File: src/rtl/lvl_irq_pkg.sv
package lvl_irq_pkg;

    localparam int NCH        = 3;
    localparam int LVL_W      = 3;
    localparam int CH_W       = (NCH > 1) ? $clog2(NCH) : 1;
    localparam int CH_SPAN    = 1 << CH_W;
    localparam int DATA_W     = 16;
    localparam int ADDR_W     = 3;
    localparam int FLAG_LSB   = 9;
    localparam int LVL_HI_OFS = 8;
    localparam int NLVL_REG   = (NCH + 2) / 2;
    localparam int VEC_W      = 8;
    localparam int VADDR_W    = 16;
    localparam int VEC_FIRST  = 13;

    localparam logic [ADDR_W-1:0]  A_FLAG     = ADDR_W'(0);
    localparam logic [ADDR_W-1:0]  A_EN       = ADDR_W'(1);
    localparam logic [ADDR_W-1:0]  A_LVL0     = ADDR_W'(2);
    localparam logic [VADDR_W-1:0] VADDR_BASE = VADDR_W'(16'h8000);

    typedef logic [LVL_W-1:0] lvl_t;

    typedef struct packed {
        logic            valid;
        logic [CH_W-1:0] ch;
        lvl_t            lvl;
    } pick_t;

    // level register index holding channel c (channel 0 in upper half of first)
    function automatic int lvl_reg(input int c);
        return (c + 1) / 2;
    endfunction

    function automatic int lvl_pos(input int c);
        return ((c + 1) % 2) * LVL_HI_OFS;
    endfunction

    function automatic logic [VEC_W-1:0] vec_num(input logic [CH_W-1:0] ch);
        return VEC_W'(VEC_FIRST) + VEC_W'(ch);
    endfunction

    function automatic logic [VADDR_W-1:0] vec_addr(input logic [VEC_W-1:0] n);
        return VADDR_BASE + (VADDR_W'(n) << 2);
    endfunction

endpackage

File: src/rtl/lvl_irq_regs.sv
module lvl_irq_regs
    import lvl_irq_pkg::*;
(
    input  logic                  clk,
    input  logic                  rst,
    input  logic [NCH-1:0]        uflow,
    input  logic                  wr,
    input  logic [ADDR_W-1:0]     addr,
    input  logic [DATA_W-1:0]     wdata,
    input  logic [NCH-1:0]        ack_clr,
    output logic [DATA_W-1:0]     rdata,
    output logic [NCH-1:0]        flags,
    output logic [NCH-1:0]        enables,
    output logic [NCH-1:0][LVL_W-1:0] lvls
);

    logic [NCH-1:0] clr;

    always_comb begin
        clr = ack_clr;
        if (wr && addr == A_FLAG)
            clr = clr | wdata[FLAG_LSB +: NCH];
    end

    always_ff @(posedge clk) begin
        if (rst) begin
            flags   <= '0;
            enables <= '0;
            lvls    <= '0;
        end else begin
            // a pulse outranks a clear landing in the same cycle
            flags <= (flags & ~clr) | uflow;
            if (wr && addr == A_EN)
                enables <= wdata[FLAG_LSB +: NCH];
            for (int c = 0; c < NCH; c++) begin
                if (wr && addr == A_LVL0 + ADDR_W'(lvl_reg(c)))
                    lvls[c] <= wdata[lvl_pos(c) +: LVL_W];
            end
        end
    end

    always_comb begin
        rdata = '0;
        if (addr == A_FLAG) begin
            rdata[FLAG_LSB +: NCH] = flags;
        end else if (addr == A_EN) begin
            rdata[FLAG_LSB +: NCH] = enables;
        end else begin
            for (int c = 0; c < NCH; c++) begin
                if (addr == A_LVL0 + ADDR_W'(lvl_reg(c)))
                    rdata[lvl_pos(c) +: LVL_W] = lvls[c];
            end
        end
    end

    generate
        for (genvar g = 0; g < NCH; g++) begin : g_flag_chk
            AST_FLAG_SET_ON_PULSE: assert property (@(posedge clk) disable iff (rst)
                uflow[g] |=> flags[g]);
            AST_FLAG_CLEARED: assert property (@(posedge clk) disable iff (rst)
                (clr[g] && !uflow[g]) |=> !flags[g]);
        end
    endgenerate

endmodule

File: src/rtl/lvl_irq_pick.sv
module lvl_irq_pick
    import lvl_irq_pkg::*;
(
    input  logic                      clk,
    input  logic                      rst,
    input  logic [NCH-1:0]            elig,
    input  logic [NCH-1:0][LVL_W-1:0] lvls,
    output pick_t                     pick
);

    logic [CH_SPAN-1:0] elig_x;

    assign elig_x = CH_SPAN'(elig);

    // scan from the top index down; >= lets a lower index take a tie
    always_comb begin
        pick = '0;
        for (int c = NCH - 1; c >= 0; c--) begin
            if (elig[c] && (!pick.valid || lvls[c] >= pick.lvl)) begin
                pick.valid = 1'b1;
                pick.ch    = CH_W'(c);
                pick.lvl   = lvls[c];
            end
        end
    end

    AST_PICK_QUALIFIES: assert property (@(posedge clk) disable iff (rst)
        pick.valid |-> elig_x[pick.ch]);

    AST_PICK_PRESENT: assert property (@(posedge clk) disable iff (rst)
        (elig != '0) |-> pick.valid);

endmodule

File: src/rtl/lvl_irq_present.sv
module lvl_irq_present
    import lvl_irq_pkg::*;
(
    input  logic           clk,
    input  logic           rst,
    input  pick_t          pick,
    input  logic [NCH-1:0] elig,
    input  logic           core_ie,
    input  lvl_t           core_il,
    input  logic           nmi_pend,
    input  logic           irq_ack,
    output pick_t          cur,
    output logic [NCH-1:0] ack_clr
);

    logic [CH_SPAN-1:0] elig_x;
    logic               keep;
    logic               take;

    assign elig_x = CH_SPAN'(elig);
    assign keep   = cur.valid && elig_x[cur.ch] && core_ie && !nmi_pend && (cur.lvl > core_il);
    assign take   = pick.valid && core_ie && !nmi_pend && (pick.lvl > core_il);

    always_ff @(posedge clk) begin
        if (rst) begin
            cur <= '0;
        end else if (irq_ack && cur.valid) begin
            cur.valid <= 1'b0;
        end else if (!keep) begin
            cur       <= pick;
            cur.valid <= take;
        end
    end

    always_comb begin
        for (int c = 0; c < NCH; c++)
            ack_clr[c] = irq_ack && cur.valid && (cur.ch == CH_W'(c));
    end

    AST_REQ_GATED: assert property (@(posedge clk) disable iff (rst)
        cur.valid |-> ($past(core_ie) && !$past(nmi_pend) && (cur.lvl > $past(core_il))));

    AST_ACK_DROPS: assert property (@(posedge clk) disable iff (rst)
        (irq_ack && cur.valid) |=> !cur.valid);

    AST_HELD_STABLE: assert property (@(posedge clk) disable iff (rst)
        (cur.valid && !irq_ack && elig_x[cur.ch] && core_ie && !nmi_pend && cur.lvl > core_il)
        |=> (cur.valid && $stable(cur.ch) && $stable(cur.lvl)));

endmodule

File: src/rtl/lvl_irq_ctrl.sv
module lvl_irq_ctrl
    import lvl_irq_pkg::*;
(
    input  logic                clk,
    input  logic                rst,
    input  logic [NCH-1:0]      tmr_uflow,
    input  logic                reg_wr,
    input  logic [ADDR_W-1:0]   reg_addr,
    input  logic [DATA_W-1:0]   reg_wdata,
    output logic [DATA_W-1:0]   reg_rdata,
    input  logic                core_ie,
    input  logic [LVL_W-1:0]    core_il,
    input  logic                nmi_pend,
    input  logic                irq_ack,
    output logic                irq_req,
    output logic [VEC_W-1:0]    irq_vec_num,
    output logic [VADDR_W-1:0]  irq_vec_addr,
    output logic [LVL_W-1:0]    irq_level
);

    logic [NCH-1:0]            flags;
    logic [NCH-1:0]            enables;
    logic [NCH-1:0][LVL_W-1:0] lvls;
    logic [NCH-1:0]            ack_clr;
    logic [NCH-1:0]            elig;
    pick_t                     pick;
    pick_t                     cur;

    lvl_irq_regs u_regs (
        .clk     (clk),
        .rst     (rst),
        .uflow   (tmr_uflow),
        .wr      (reg_wr),
        .addr    (reg_addr),
        .wdata   (reg_wdata),
        .ack_clr (ack_clr),
        .rdata   (reg_rdata),
        .flags   (flags),
        .enables (enables),
        .lvls    (lvls)
    );

    assign elig = flags & enables;

    lvl_irq_pick u_pick (
        .clk  (clk),
        .rst  (rst),
        .elig (elig),
        .lvls (lvls),
        .pick (pick)
    );

    lvl_irq_present u_present (
        .clk      (clk),
        .rst      (rst),
        .pick     (pick),
        .elig     (elig),
        .core_ie  (core_ie),
        .core_il  (core_il),
        .nmi_pend (nmi_pend),
        .irq_ack  (irq_ack),
        .cur      (cur),
        .ack_clr  (ack_clr)
    );

    assign irq_req      = cur.valid;
    assign irq_vec_num  = vec_num(cur.ch);
    assign irq_vec_addr = vec_addr(irq_vec_num);
    assign irq_level    = cur.lvl;

    AST_ACK_CLEARS_FLAG: assert property (@(posedge clk) disable iff (rst)
        (irq_ack && irq_req && !tmr_uflow[0] && irq_vec_num == VEC_W'(VEC_FIRST))
        |=> !flags[0]);

endmodule

File: config.mk
export PLATFORM = sky130hd
export DESIGN_NAME = lvl_irq_ctrl
export DESIGN_NICKNAME = d
export VERILOG_FILES = /design/src/rtl/lvl_irq_pkg.sv /design/src/rtl/lvl_irq_regs.sv /design/src/rtl/lvl_irq_pick.sv /design/src/rtl/lvl_irq_present.sv /design/src/rtl/lvl_irq_ctrl.sv
export SDC_FILE = /design/constraint.sdc
export NUM_CORES = 1
export LEC_CHECK = 0
export ABC_AREA = 1
export BUFFER_PORTS_ARGS = -buffer_cell sky130_fd_sc_hd__buf_4
export CORE_UTILIZATION = 52
export CTS_BUF_LIST = sky130_fd_sc_hd__clkbuf_8
export DETAILED_ROUTE_END_ITERATION = 8
export PLACE_DENSITY = 0.87
export SLEW_MARGIN = 10
export SYNTH_ARGS = -nofsm -noshare
export SYNTH_HDL_FRONTEND = slang
export SYNTH_SLANG_ARGS = --single-unit
File: constraint.sdc
create_clock -name clk -period 5 [get_ports clk]
set_clock_uncertainty 0.05 [all_clocks]
set_input_delay 1 -clock clk [delete_from_list [all_inputs] [get_ports clk]]
set_output_delay 1 -clock clk [all_outputs]
set_load 0.02 [all_outputs]
======== Word-level counts from Yosys, hierarchy flattened ========
Cells that the tools add are included.
operators by class
  add/subtract/negate cells ............... 2
  multiplexer cells ....................... 16
  reduce and logical (&&, ||, !) cells .... 26
  bitwise logic cells ..................... 7
  eq/ne operators ......................... 5
  magnitude comparators ................... 5
operators by type and width
  operator               number
  $mux 3                 7
  $mux 6                 3
  $logic_and 1x1->1      17
  $add 16x7->16 const A  1
  $and 3x3->3            2
  $eq 3x2->1 const B     2
  $ge 3x3->1             2
  $gt 3x3->1             2
  $or 3x3->3             2
  $add 4x2->5 const A    1
  $mux 1                 4
  $eq 3x1->1 const B     1
  $logic_not 1->1        3
  $logic_not 3->1        1
  $lt 2x3->1 const B     1
  $not 3->3              1
  $bmux 1 s2             1
  $eq 2x1->1 const B     1
  $eq 2x2->1 const B     1
  $logic_not 2->1        1
  $logic_or 1x1->1       2
  $mux 2                 1
  $not 1->1              2
  $reduce_and 2->1       1
  $reduce_or 2->1        1
storage, ports and cells
  output and inout port bits .............. 44
  bits in registers ....................... 21
  word-level logic and storage cells ...... 69
  bits of input ports ..................... 31

======== Logic depth before layout (Yosys ltp) ========
  depth in word-level cells ............... 13
  depth in mapped cells ................... 24
  gate-level depth less buffers ........... 24

======== Cells and area by module ========
Synthesis repeated with hierarchy kept, for this count alone.
unflattened totals
  cells, all modules ...................... 298
  area total of the unflattened synthesis .. 1874.3 um2
modules (own cells, without submodules)
  module           area each (um2)  times used  cells each
  lvl_irq_regs     873.3            1           134
  lvl_irq_present  480.5            1           72
  lvl_irq_pick     307.8            1           60
  lvl_irq_ctrl     212.7            1           32

======== Worst setup path after synthesis ========
Ideal clock, no wire load.
  path kind ............................... register to register
  from .................................... register u_regs.flags[2]
  to ...................................... register, netlist name u_present.cur[5]
  slack ................................... 2.026 ns
  data arrival time ....................... 2.801 ns
  data required time ...................... 4.827 ns
  period minus slack after synthesis ...... 2.974 ns
  stages on the path, launching flop included .. 24
  setup time .............................. 0.123 ns
  path buffers ............................ 0
  cells stage by stage .................... dfxtp_1 -> nand2_1 -> inv_1 -> nand2_1 -> ha_1 -> nand2_1 -> nand2_1 -> nor2_1 -> nand2_1 -> nand2_1 -> nand2_1 -> and2_1 -> ha_1 -> nand3_1 -> nand4_1 -> nand2_1 -> inv_1 -> nand2_1 -> nand2_1 -> ha_1 -> a21oi_1 -> o21ai_0 -> o2111ai_1 -> a21oi_1
RTL lines
  element                   RTL line            text
  start: declaration        lvl_irq_regs.sv:12  output logic [NCH-1:0] flags,
  start signal: assignment  lvl_irq_regs.sv:32  flags <= (flags & ~clr) | uflow;

==> summary.txt <==
Outcome
  – Outcome: finished, final reports clean

CTS
  – Number of buffers created by CTS: 3
  – H-Tree Depth: 1
  – Root Buffer: clkbuf_8
  – Worst-Skew Late Latency: 270 ps
  – Clock sinks: 21
  – Max clock buf depth: 2
  – Clock transition at path regs: 90 ps
  – Cts repair resizes: 0
  – CTS tree: built
  – Setup Buffers After CTS: 0
  – Post-CTS Hold Buffers: 0

Placed design
  – Pre-CTS WS: 1580 ps
  – HPWL Detailed: 2660 um
  – Final GP Congestion: 0.865
  – Port Buffers: 42
  – Inst Count DP: 322

Synthesis
  – Asr flop ratio synth: 0%
  – Share of the synthesized area in the top cell type: 25.5%
  – Sequential cell area fraction in the yosys report: 25.5%
  – Post-synth EDFFs: 0
  – Count leader, synth: nand2_1
  – Post-synthesis cell count: 251
  – #FFs+latches synth: 21
  – Unique cell type count in the Yosys netlist: 20
  – Mapped Avg Cell Area: 6.57 um^2
  – Synth top cells by count: nand2_1 (58), buf_4 (32), inv_1 (32)
  – Largest area contributor in the netlist: dfxtp_1
  – Synth area leaders: dfxtp_1 (25%), buf_4 (15%), nand2_1 (13%)
  – Top_reg_cell synth: dfxtp_1
  – Yosys warning count: 0
  – Synth Cell Area: 1650 um^2

Drt
  – DRT Pass-1 Iters: 4
  – Vias: 1564
  – DR DRC count: 0
  – Vias/cell: 4.80
  – Wire per inst: 10.1 um
  – DRT iter0 DRCs: 55
  – Remaining antenna violation count after routing: 0
  – Final wirelength: 3300 um

GRT
  – Initial antenna violation count: 0
  – Tot GR Track Use: 20.4%
  – Vias in the first global route: 1384
  – First-pass GRT wire length: 5470 um
  – Largest net degree at the start of global routing: 14
  – Grt ovf: 0

STA
  – Slew Limit Fails: 0
  – Worst hold margin: 439 ps
  – PnR worst setup slack: 1510 ps
  – Worst rel slew slack: 59.9%
  – Final period util: 69.8%
  – Setup_tns: 0 ps
  – Count of final setup violators: 0
  – Fmax: 286 MHz
  – Tmin final: 3490 ps
  – Worst-margin pin slew: 597 ps
  – Unrepaired setup endpoints after global routing: no
  – Count of final hold-check violations: 0

Critical path
  – CP arrival: 3640 ps
  – Crit path required time: 5150 ps
  – Critical path class: flop to flop
  – Setup crit end kind: flop
  – Setup crit start kind: flop
  – Crit-path max FO: 6

Floorplanning
  – Die area: 3400 um^2
  – Chip width: 58.3 um
  – Core Footprint: 3030 um^2
  – # IOs: 75
  – DIE HEIGHT: 58.3 um
  – Initial Util: 54.5%
  – Std-Cell Rows: 20

Finish
  – Final Non-Filler Cells: 326
  – Area delta synth->final: 14.6%
  – Layout Utilization: 62.4%
  – Final net count: 330
  – Layout cells sized above 1: 17.4%
  – Register area: 420 um^2
  – Antenna diodes: 0
  – Multi-input logic area: 931 um^2
  – # fillers: 288

Hold path
  – Class of the worst hold path: flop to flop

Power and ir drop
  – Peak VDD IR: 0.157 mV
  – Static Leak: 0.951 nW
  – PD cells: 189 nW/um^2

Flow run
  – Max Cap Violations: 0
where the power goes:
part           switching, W  internal, W  total (W)
clock network     0.0000624    0.0000564   0.000119
registers        0.00000342     0.000172   0.000175
logic             0.0000412    0.0000226  0.0000638
total              0.000107     0.000251   0.000358
layer usage:
| layer | up-vias | part of all wire (%) | track usage, % |
|---|---|---|---|
| li1 | 815 | - | - |
| met1 | 681 | 44 | 24.0 |
| met2 | 64 | 48 | 37.1 |
| met3 | 4 | 6.6 | 2.64 |
| met4 | 0 | 1.3 | 8.84 |
| met5 | - | 0 | 0 |
state kept, by name (all words and copies together), names as in the netlist:
name	cells
u_present.cur	6
u_regs.lvls	9
u_regs.flags	3
u_regs.enables	3
layout by cell type, fill, tap and decap left out:
cell,instances
a21oi_1,20
a22o_2,1
a31oi_1,3
and2_1,1
buf_4,42
clkbuf_8,3
clkinvlp_4,1
conb_1,23
dfxtp_1,21
ha_1,16
inv_1,32
nand2_1,58
nand2_2,1
nand3_1,18
nand4_1,2
nor2_1,24
nor3_1,1
o2111ai_1,3
o21ai_0,11
or2_2,1
final cells by class:
cell class                 count  area share [%]
clock buffer                   3            2.18
clock inverter                 1           0.397
inverter                      32            6.35
multi-input combinational    183            49.2
sequential                    21            22.2
tap                           44            2.91
timing repair buffer          42            16.7
worst max-delay path: stages (launching register included):
cell	delay, ps
dfxtp_1	360
nand2_1	180
inv_1	120
nand2_1	90
ha_1	300
nand2_1	50
inv_1	40
o21ai_0	70
nand2_1	150
nand2_1	120
nand2_1	90
nand2_1	60
ha_1	310
a21oi_1	130
nand4_1	80
nand2_1	160
inv_1	100
nand2_1	70
nand2_1	70
ha_1	310
nand2_1	50
o21ai_0	170
o2111ai_1	130
a21oi_1	140
worst paths after layout:
check,start,to,slack [ps],depth (start not counted)
worst max-delay path,u_regs.flags[2]$_SDFF_PP0_,u_present.cur[5]$_SDFFE_PP0N_,1510,23
worst min-delay path,u_regs.enables[2]$_SDFFE_PP0P_,u_regs.enables[2]$_SDFFE_PP0P_,440,2
worst max register to register,u_regs.flags[2]$_SDFF_PP0_,u_present.cur[5]$_SDFFE_PP0N_,1510,23
worst min register to register,u_regs.enables[2]$_SDFFE_PP0P_,u_regs.enables[2]$_SDFFE_PP0P_,440,2
metrics by stage:
step | total power, W | area [um^2]
after global placement | 0.000241 | 1840
after detailed placement | 0.000243 | 1840
after CTS | 0.000360 | 1890
after global routing | 0.000375 | 1890
final | 0.000358 | 1890
after floorplan | 0.000234 | 1730
cells by family (layout without fill, tap and decap cells):
family          Yosys count  after routing  synth area share, %
buf+inv                  68             78                 22.8
simple gates            106            106                 26.3
flops                    21             21                 25.5
fa+ha+maj                16             16                 12.1
other cells               2             23                0.455
compound gates           38             38                 12.7
No activity file was read; power rests on OpenSTA's default activity.
